==> src/rtl/blk_pattern_compressor.sv <==
module blk_pattern_compressor #(
  parameter int DW        = 64,
  parameter int NDW       = 16,
  parameter int MAX_BYTES = 48,
  parameter int SZW       = 4
) (
  input  logic               clk,
  input  logic               rst_n,
  input  logic               start,
  input  logic               in_valid,
  output logic               in_ready,
  input  logic [DW-1:0]      in_data,
  output logic               out_valid,
  input  logic               out_ready,
  output logic [DW/2-1:0]    out_data,
  output logic               done,
  output logic [1:0]         blk_state,
  output logic [2*NDW-1:0]   blk_header,
  output logic [SZW-1:0]     blk_size
);
  localparam int HW = DW / 2;
  localparam int IW = $clog2(NDW);
  localparam int BW = $clog2(NDW * DW / 8 + 1);
  localparam logic [BW-1:0] HALF_B = BW'(HW / 8);
  localparam logic [BW-1:0] FULL_B = BW'(DW / 8);
  localparam logic [BW-1:0] LIMIT  = BW'(MAX_BYTES);
  localparam logic [IW-1:0] LAST   = IW'(NDW - 1);

  typedef enum logic [1:0] {S_IDLE, S_LOAD, S_EMIT, S_FIN} st_t;

  st_t            st;
  logic [DW-1:0]  buf_q [NDW];
  logic [1:0]     enc_q [NDW];
  logic [IW-1:0]  idx;
  logic           half, alg2, abort_q;
  logic [BW-1:0]  bytes_q;

  wire [HW-1:0] in_hi = in_data[DW-1:HW];
  wire [HW-1:0] in_lo = in_data[HW-1:0];
  wire          pick2 = (idx == '0) ? (((in_hi ^ in_lo) != '0) && ((in_hi & in_lo) == '0)) : alg2;

  logic [1:0]    enc_in;
  logic [BW-1:0] add_b;
  always_comb begin
    if (in_data == '0)                  begin enc_in = 2'b00; add_b = '0;     end
    else if (in_hi == '0)               begin enc_in = 2'b01; add_b = HALF_B; end
    else if (!pick2 && in_hi == in_lo)  begin enc_in = 2'b10; add_b = HALF_B; end
    else if (pick2 && in_lo == '0)      begin enc_in = 2'b10; add_b = HALF_B; end
    else                                begin enc_in = 2'b11; add_b = FULL_B; end
  end

  wire [BW-1:0] bytes_nx = bytes_q + add_b;
  wire          in_fire  = in_valid && in_ready;

  wire [DW-1:0] cur     = buf_q[idx];
  wire [1:0]    cur_enc = abort_q ? 2'b11 : enc_q[idx];
  wire          last_w  = (cur_enc != 2'b11) || half;
  wire          out_fire = out_valid && out_ready;
  wire          step    = (st == S_EMIT) && ((cur_enc == 2'b00) || (out_ready && last_w));

  assign in_ready  = (st == S_LOAD);
  assign out_valid = (st == S_EMIT) && (cur_enc != 2'b00);
  assign done      = (st == S_FIN);

  always_comb begin
    case (cur_enc)
      2'b11:   out_data = half ? cur[HW-1:0] : cur[DW-1:HW];
      2'b10:   out_data = alg2 ? cur[DW-1:HW] : cur[HW-1:0];
      default: out_data = cur[HW-1:0];
    endcase
  end

  always_ff @(posedge clk) begin
    if (in_fire) buf_q[idx] <= in_data;
  end

  always_ff @(posedge clk or negedge rst_n) begin
    if (!rst_n) begin
      st      <= S_IDLE;
      idx     <= '0;
      half    <= 1'b0;
      alg2    <= 1'b0;
      abort_q <= 1'b0;
      bytes_q <= '0;
      for (int i = 0; i < NDW; i++) enc_q[i] <= 2'b00;
    end else begin
      case (st)
        S_IDLE: if (start) begin
          st      <= S_LOAD;
          idx     <= '0;
          half    <= 1'b0;
          abort_q <= 1'b0;
          bytes_q <= '0;
        end
        S_LOAD: if (in_fire) begin
          enc_q[idx] <= enc_in;
          bytes_q    <= bytes_nx;
          if (idx == '0) alg2 <= pick2;
          if (bytes_nx > LIMIT) abort_q <= 1'b1;
          if (idx == LAST) begin
            st  <= S_EMIT;
            idx <= '0;
          end else begin
            idx <= idx + 1'b1;
          end
        end
        S_EMIT: begin
          if (out_fire && !last_w) half <= 1'b1;
          if (step) begin
            half <= 1'b0;
            if (idx == LAST) st <= S_FIN;
            else             idx <= idx + 1'b1;
          end
        end
        default: st <= S_IDLE;
      endcase
    end
  end

  logic [2*NDW-1:0] hdr_w;
  for (genvar g = 0; g < NDW; g++) begin : g_hdr
    assign hdr_w[2*(NDW-1-g) +: 2] = enc_q[g];
  end

  wire [BW-1:0] rnd_b = (bytes_q + BW'(7)) >> 3;

  assign blk_header = abort_q ? '0 : hdr_w;
  assign blk_state  = abort_q ? 2'b10 : (bytes_q == '0) ? 2'b11 : {1'b0, alg2};
  assign blk_size   = abort_q ? '1 : rnd_b[SZW-1:0];
endmodule

==> config.mk <==
export PLATFORM = sky130hd
export DESIGN_NAME = blk_pattern_compressor
export DESIGN_NICKNAME = d
export VERILOG_FILES = /design/src/rtl/blk_pattern_compressor.sv
export SDC_FILE = /design/constraint.sdc
export NUM_CORES = 1
export LEC_CHECK = 0
export BUFFER_PORTS_ARGS = -buffer_cell sky130_fd_sc_hd__buf_2
export CORE_MARGIN = 4
export CORE_UTILIZATION = 44
export DETAILED_ROUTE_END_ITERATION = 7
export SLEW_MARGIN = 20
export SYNTH_ARGS = -nofsm -noshare
export SYNTH_HDL_FRONTEND = slang
export SYNTH_SLANG_ARGS = --single-unit
==> constraint.sdc <==
create_clock -name clk -period 8.94 [get_ports clk]
set_input_delay 0.894 -clock clk [delete_from_list [all_inputs] [get_ports clk]]
set_output_delay 0.894 -clock clk [all_outputs]
set_load 0.05 [all_outputs]
Word level (Yosys, flattened, before mapping)

Memory sizes are Yosys's and may differ from the RTL's.
Cells that the tools add are included.

$lt $le $gt $ge: 3
Mux-type cells: 47
Equal/unequal tests: 16
Add/subtract/negate cells: 3
Reductions and logical operators: 34
Bitwise logic cells: 3

Operators with widths:

| cell                 | number |
|---|---|
| $logic_not A32 Y1    | 3 |
| $mux W32             | 3 |
| $logic_not A64 Y1    | 1 |
| $pmux W32 S2         | 1 |
| $mux W4              | 9 |
| $and A32 B32 Y32     | 1 |
| $bwmux W32           | 1 |
| $eq A32 B32 Y1       | 1 |
| $reduce_bool A32 Y1  | 1 |
| $xor A32 B32 Y32     | 1 |
| $mux W2              | 13 |
| $mux W8              | 3 |
| $pmux W8 S2          | 1 |
| $pmux W4 S3          | 1 |
| $logic_and A1 B1 Y1  | 10 |
| $mux W1              | 10 |
| $reduce_and A5 Y1    | 2 |
| $reduce_and A3 Y1    | 3 |
| $add A8 B8 Y8        | 1 |
| $bmux W2 S4          | 1 |
| $demux W2 S4         | 1 |
| $eq A2 B2 Y1 const B | 4 |
| $gt A8 B6 Y1 const B | 1 |
| $logic_not A8 Y1     | 1 |
| 20 further kinds     | 32 |

Input bits: 69
Memories: 1
Memory bits (writable): 1024
Register bits: 49
Word-level logic and storage cells: 129

Memories:

| name  | words | width | read ports | clocked after Yosys merged registers in | wr ports | line | RTL |
|---|---|---|---|---|---|---|---|
| buf_q | 16    | 64    | 1          | 0                                       | 1        | 32   | `logic [DW-1:0] buf_q [NDW];` |

Logic depth before layout (Yosys ltp)

Word-level depth: 14
Gate-level depth with buffers: 20
Mapped depth without buffers: 16

Worst setup path after synthesis

No wires, ideal clock.

Path type: register to register
From: register st[1]
To: register enc_q[24] in the netlist's numbering
Data arrival time: 6747 ps
Path buffers: 1
Slack: 2106 ps
Required time: 8853 ps
Cell stages (with the launch flop): 8
Library setup time: 87 ps
Cell sequence: dfrtp_1 -> inv_1 -> ha_1 -> clkbuf_1 -> and2_1 -> nand2_1 -> nor3_1 -> mux2_2

Word-level cells in the longest chain between the ends: 3

RTL lines:

| element                         | line | RTL |
|---|---|---|
| from (decl)                     | 31   | `st_t st;` |
| from (signal assigned)          | 79   | `st <= S_IDLE;` |
| from (signal assigned)          | 89   | `st <= S_LOAD;` |
| from (signal assigned)          | 101  | `st <= S_EMIT;` |
| $eq A2 B1 Y1 (*)                | 61   | `assign in_ready = (st == S_LOAD);` |
| via in_ready                    | 11   | `output logic in_ready,` |
| $logic_and A1 B1 Y1             | 53   | `wire in_fire = in_valid && in_ready;` |
| $reduce_and A2 Y1 (no line) (*) | n/a  |  |
| to (signal, indexed assignment) | 96   | `enc_q[idx] <= enc_in;` |
| to (decl)                       | 33   | `logic [1:0] enc_q [NDW];` |

Mark *: on every way through the listed nets, which the timed path passes. The rest lies on a longest branch.
A chain may end at the register's enable or synchronous reset.

Worst setup path in the final report

From: register idx[0]
To: output out_data[29]

Word-level cells in the longest chain between the ends: 7
Elaborated cells on any way between the ends: 11
Those cells by class: eq/ne: 2; mux: 7; bitwise: 1; memory: 1

RTL lines:

| element                                     | line | RTL |
|---|---|---|
| from (decl)                                 | 34   | `logic [IW-1:0] idx;` |
| from (signal assigned)                      | 104  | `idx <= idx + 1'b1;` |
| from (signal assigned)                      | 112  | `else idx <= idx + 1'b1;` |
| $not A4 Y5 (implied by the code)            | 56   | `wire [1:0] cur_enc = abort_q ? 2'b11 : enc_q[idx];` |
| $bmux W2 S4                                 | 56   |  |
| $mux W2 (implied by the code) (2 in series) | 56   |  |
| $mux W2                                     | 56   |  |
| $eq A2 B2 Y1                                | 66   | `case (cur_enc)` |
| $pmux W32 S2 (*)                            | 66   |  |
| to (decl)                                   | 15   | `output logic [DW/2-1:0] out_data,` |

Mark *: on every way between the ends. The rest lies on a longest branch, timed or not. The select of a mux whose other input is x is not followed.

==> flow_metrics.env <==
export IMPL_outcome="finished clean"
export IMPL_clk_pin_slew_worst_paths_ps=60
export IMPL_critPathArrivalTime_ps=5040
export IMPL_hold_violations=0
export IMPL_grt_util_met2_pct=34.1
export IMPL_post_cts_buffers=0
export IMPL_place_hpwl_mm=59.4
export IMPL_cp_top_family="buffers and inverters"
export IMPL_fill_cells=7536
export IMPL_cellPowerDensity_mw_per_mm2=289
export IMPL_insertion_delay_ps=680
export IMPL_drcViolationCount=0
export IMPL_slew_limit_headroom_pct=22.8
export IMPL_synth_avg_cell_area_um2=22.9
export IMPL_grt_pass1_wl_mm=155
export IMPL_numCtsBuffers=107
export IMPL_cts_tree="done"
export IMPL_drive_above_1_share_pct=34.5
export IMPL_synth_common_cells="1024 x edfxtp_1, 326 x mux4_2, 57 x mux2_2"
export IMPL_grtUsageMet1_pct=29.5
export IMPL_dieArea_mm2=0.101
export IMPL_synth_top_cells_by_area="edfxtp_1 73%, mux4_2 17%, dfrtp_1 2.8%"
export IMPL_cts_max_level=3
export IMPL_grt_use_total_pct=21.3
export IMPL_yosysWarnings=0
export IMPL_stdcell_area_mm2=0.0481
export IMPL_netlist_area_mm2=0.0424
export IMPL_skew_ps=27.6
export IMPL_antenna_found_initial=19
export IMPL_path_buf_inv=3
export IMPL_postCtsResizedCells=0
export IMPL_synth_area_leader_cell="edfxtp_1"
export IMPL_synth_seq_area_share_pct=75.3
export IMPL_fin_nets=2168
export IMPL_cpMostUsedCell="mux4_2"
export IMPL_clkSinkCount=1071
export IMPL_post_dp_cell_area_mm2=0.0448
export IMPL_worst_r2r_cell_count=17
export IMPL_endpoint_kind="primary output"
export IMPL_dr_total_vias=20400
export IMPL_final_cells=3414
export IMPL_fin_setup_tns_ps=0
export IMPL_required_ps=8050
export IMPL_cts_hold_buffers=0
export IMPL_use_met3_pct=4.77
export IMPL_vdd_drop_max_mv=0.236
export IMPL_p_leak_nw=15.1
export IMPL_wire_per_inst_um=31.6
export IMPL_synthCells=1850
export IMPL_worst_hold_slack_ps=245
export IMPL_worst_slew_pin_slew_ps=1160
export IMPL_drv_cap=0
export IMPL_fin_crit_sh_pct=66.3
export IMPL_synth_edf_count=1024
export IMPL_vias_per_cell=5.97
export IMPL_crit_type="register to primary output"
export IMPL_async_reset_ff_share_pct=4.39
export IMPL_cp_max_fo=106
export IMPL_area_delta_synth_final_pct=13.5
export IMPL_period_minus_slack_ps=5930
export IMPL_rows=113
export IMPL_hold_class="input pin to async pin"
export IMPL_clockRootBuffer="clkbuf_16"
export IMPL_max_stage_delay_ps=870
export IMPL_gp_congestion=0.858
export IMPL_antenna_left=0
export IMPL_drt_wl_total_mm=108
export IMPL_synth_most_common_cell="edfxtp_1"
export IMPL_core_mm2=0.0953
export IMPL_setup_viol=0
export IMPL_synth_cell_type_count=50
export IMPL_crit_path_start_kind="register"
export IMPL_rrSetupSlack_ps=3940
export IMPL_grt_busiest_layer="met2"
export IMPL_cp_slowest_cell="dfrtp_4"
export IMPL_grt_max_degree=149
export IMPL_start_util_pct=44.5
export IMPL_dr_pass1_iters=5
export IMPL_yosysTopAreaCellShare_pct=72.5
export IMPL_ys_ff_latch=1071
export IMPL_die_h_um=318
export IMPL_cts_path_max_buffers=3
export IMPL_crit_chain="buf_4 -> buf_12 -> mux4_2 -> mux4_2 -> mux2_2 -> buf_2"
export IMPL_drtIter0Drc=2076
export IMPL_synth_nets=1965
export IMPL_rsz0062_at_grt="false"
export IMPL_grt_pass1_vias=21300
export IMPL_port_buffers=141
export IMPL_place_inst=3209
export IMPL_fmax_mhz=169
export IMPL_ys_dominant_reg_cell="edfxtp_1"
export IMPL_finalMaxSlewViolations=0
export IMPL_die_x_um=318
export IMPL_grt_overflow=0
export IMPL_cp_depth=6
export IMPL_num_io_pins=142
## layout make-up
type	count	area (um2)	share of cell area, %
diodes	9	22.5	0.0468
repair buffers	187	1110	2.30
clock inverters	63	470	0.978
well taps	1265	1580	3.29
inverters	11	43.8	0.0910
clock buffers	133	2860	5.94
flip-flops and latches	1071	31900	66.4
multi-input cells	675	10100	21.0
## state kept, by name (all words and copies together) (netlist names)
name and count:
enc_q 32, idx 4, abort_q 1, buf_q 1024, bytes_q 6, st 2, alg2 1, half 1
## logic make-up after synthesis
logic type	share of synthesized area, %
AOI/OAI and AO/OA	0.861
adders and majority gates	1.40
and+or+nand+nor	2.31
muxes	18.9
xor gates and xnor gates	0.0620
DFF	75.3
buffers and inverters	1.17
## power by group
| group | switching [W] | internal (W) | leakage [nW] | total, W |
|---|---|---|---|---|
| clock | 0.00184 | 0.00243 | 1.63 | 0.00427 |
| combinational | 0.00237 | 0.00151 | 3.65 | 0.00388 |
| sequential | 0.000121 | 0.00566 | 9.81 | 0.00578 |
| total | 0.00433 | 0.00960 | 15.1 | 0.0139 |
## final timing paths
kind	to	start
min in group clk	half	half
max in group asynchronous	idx[1]	rst_n
setup / recovery	out_data[29]	idx[0]
setup reg to reg	abort_q	idx[0]
hold / removal	enc_q[11]	rst_n
hold reg to reg	half	half
## metrics by stage
stage	power (W)	setup WS, ps	util [%]
after floorplan	0.00869	2110	-
after CTS	0.0141	2880	50.5
final	0.0139	3010	50.5
after detailed placement	0.00979	3600	47.0
after global placement	0.00977	3630	46.9
after global routing	0.0145	2620	50.5
## cell usage in the layout (no fill, tap or decap), types with 4 or more instances in the layout
| cell | count |
|---|---|
| mux2_2 | 57 |
| nand2_1 | 24 |
| nand3_1 | 11 |
| clkbuf_16 | 110 |
| nor2_4 | 12 |
| nor4_1 | 31 |
| bufinv_16 | 6 |
| clkinv_1 | 33 |
| clkinv_2 | 16 |
| dfrtp_4 | 4 |
| buf_2 | 141 |
| clkbuf_1 | 21 |
| inv_1 | 10 |
| mux2i_1 | 4 |
| buf_4 | 42 |
| o21ai_0 | 13 |
| ha_1 | 45 |
| inv_6 | 4 |
| a21oi_1 | 20 |
| mux4_2 | 326 |
| dfrtp_1 | 43 |
| nor2b_1 | 36 |
| nand2b_1 | 9 |
| nor2_1 | 25 |
| edfxtp_1 | 1024 |
| diode_2 | 9 |
| nand4_1 | 9 |
## layer usage
metal	share of wire [%]	vias to the layer above	routed length, um
met4	2.9	10	3110
met3	8.2	193	8820
li1	-	8322	-
met1	40	10900	43400
met2	49	921	52500
met5	0.049	-	53
## worst reg2reg max path, stage by stage, from the launching register on
cell and delay [ps]:
dfrtp_4 870, buf_4 820, inv_1 210, ha_1 350, and4_1 180, o2111ai_1 190, nand2_1 110, a211oi_1 570
a21oi_1 180, ha_1 250, inv_1 80, fa_1 430, nand2b_1 100, maj3_1 170, a21oi_1 60, o21bai_1 170
a21oi_1 80, nor2_1 110
No activity file was read; power rests on OpenSTA's default activity.
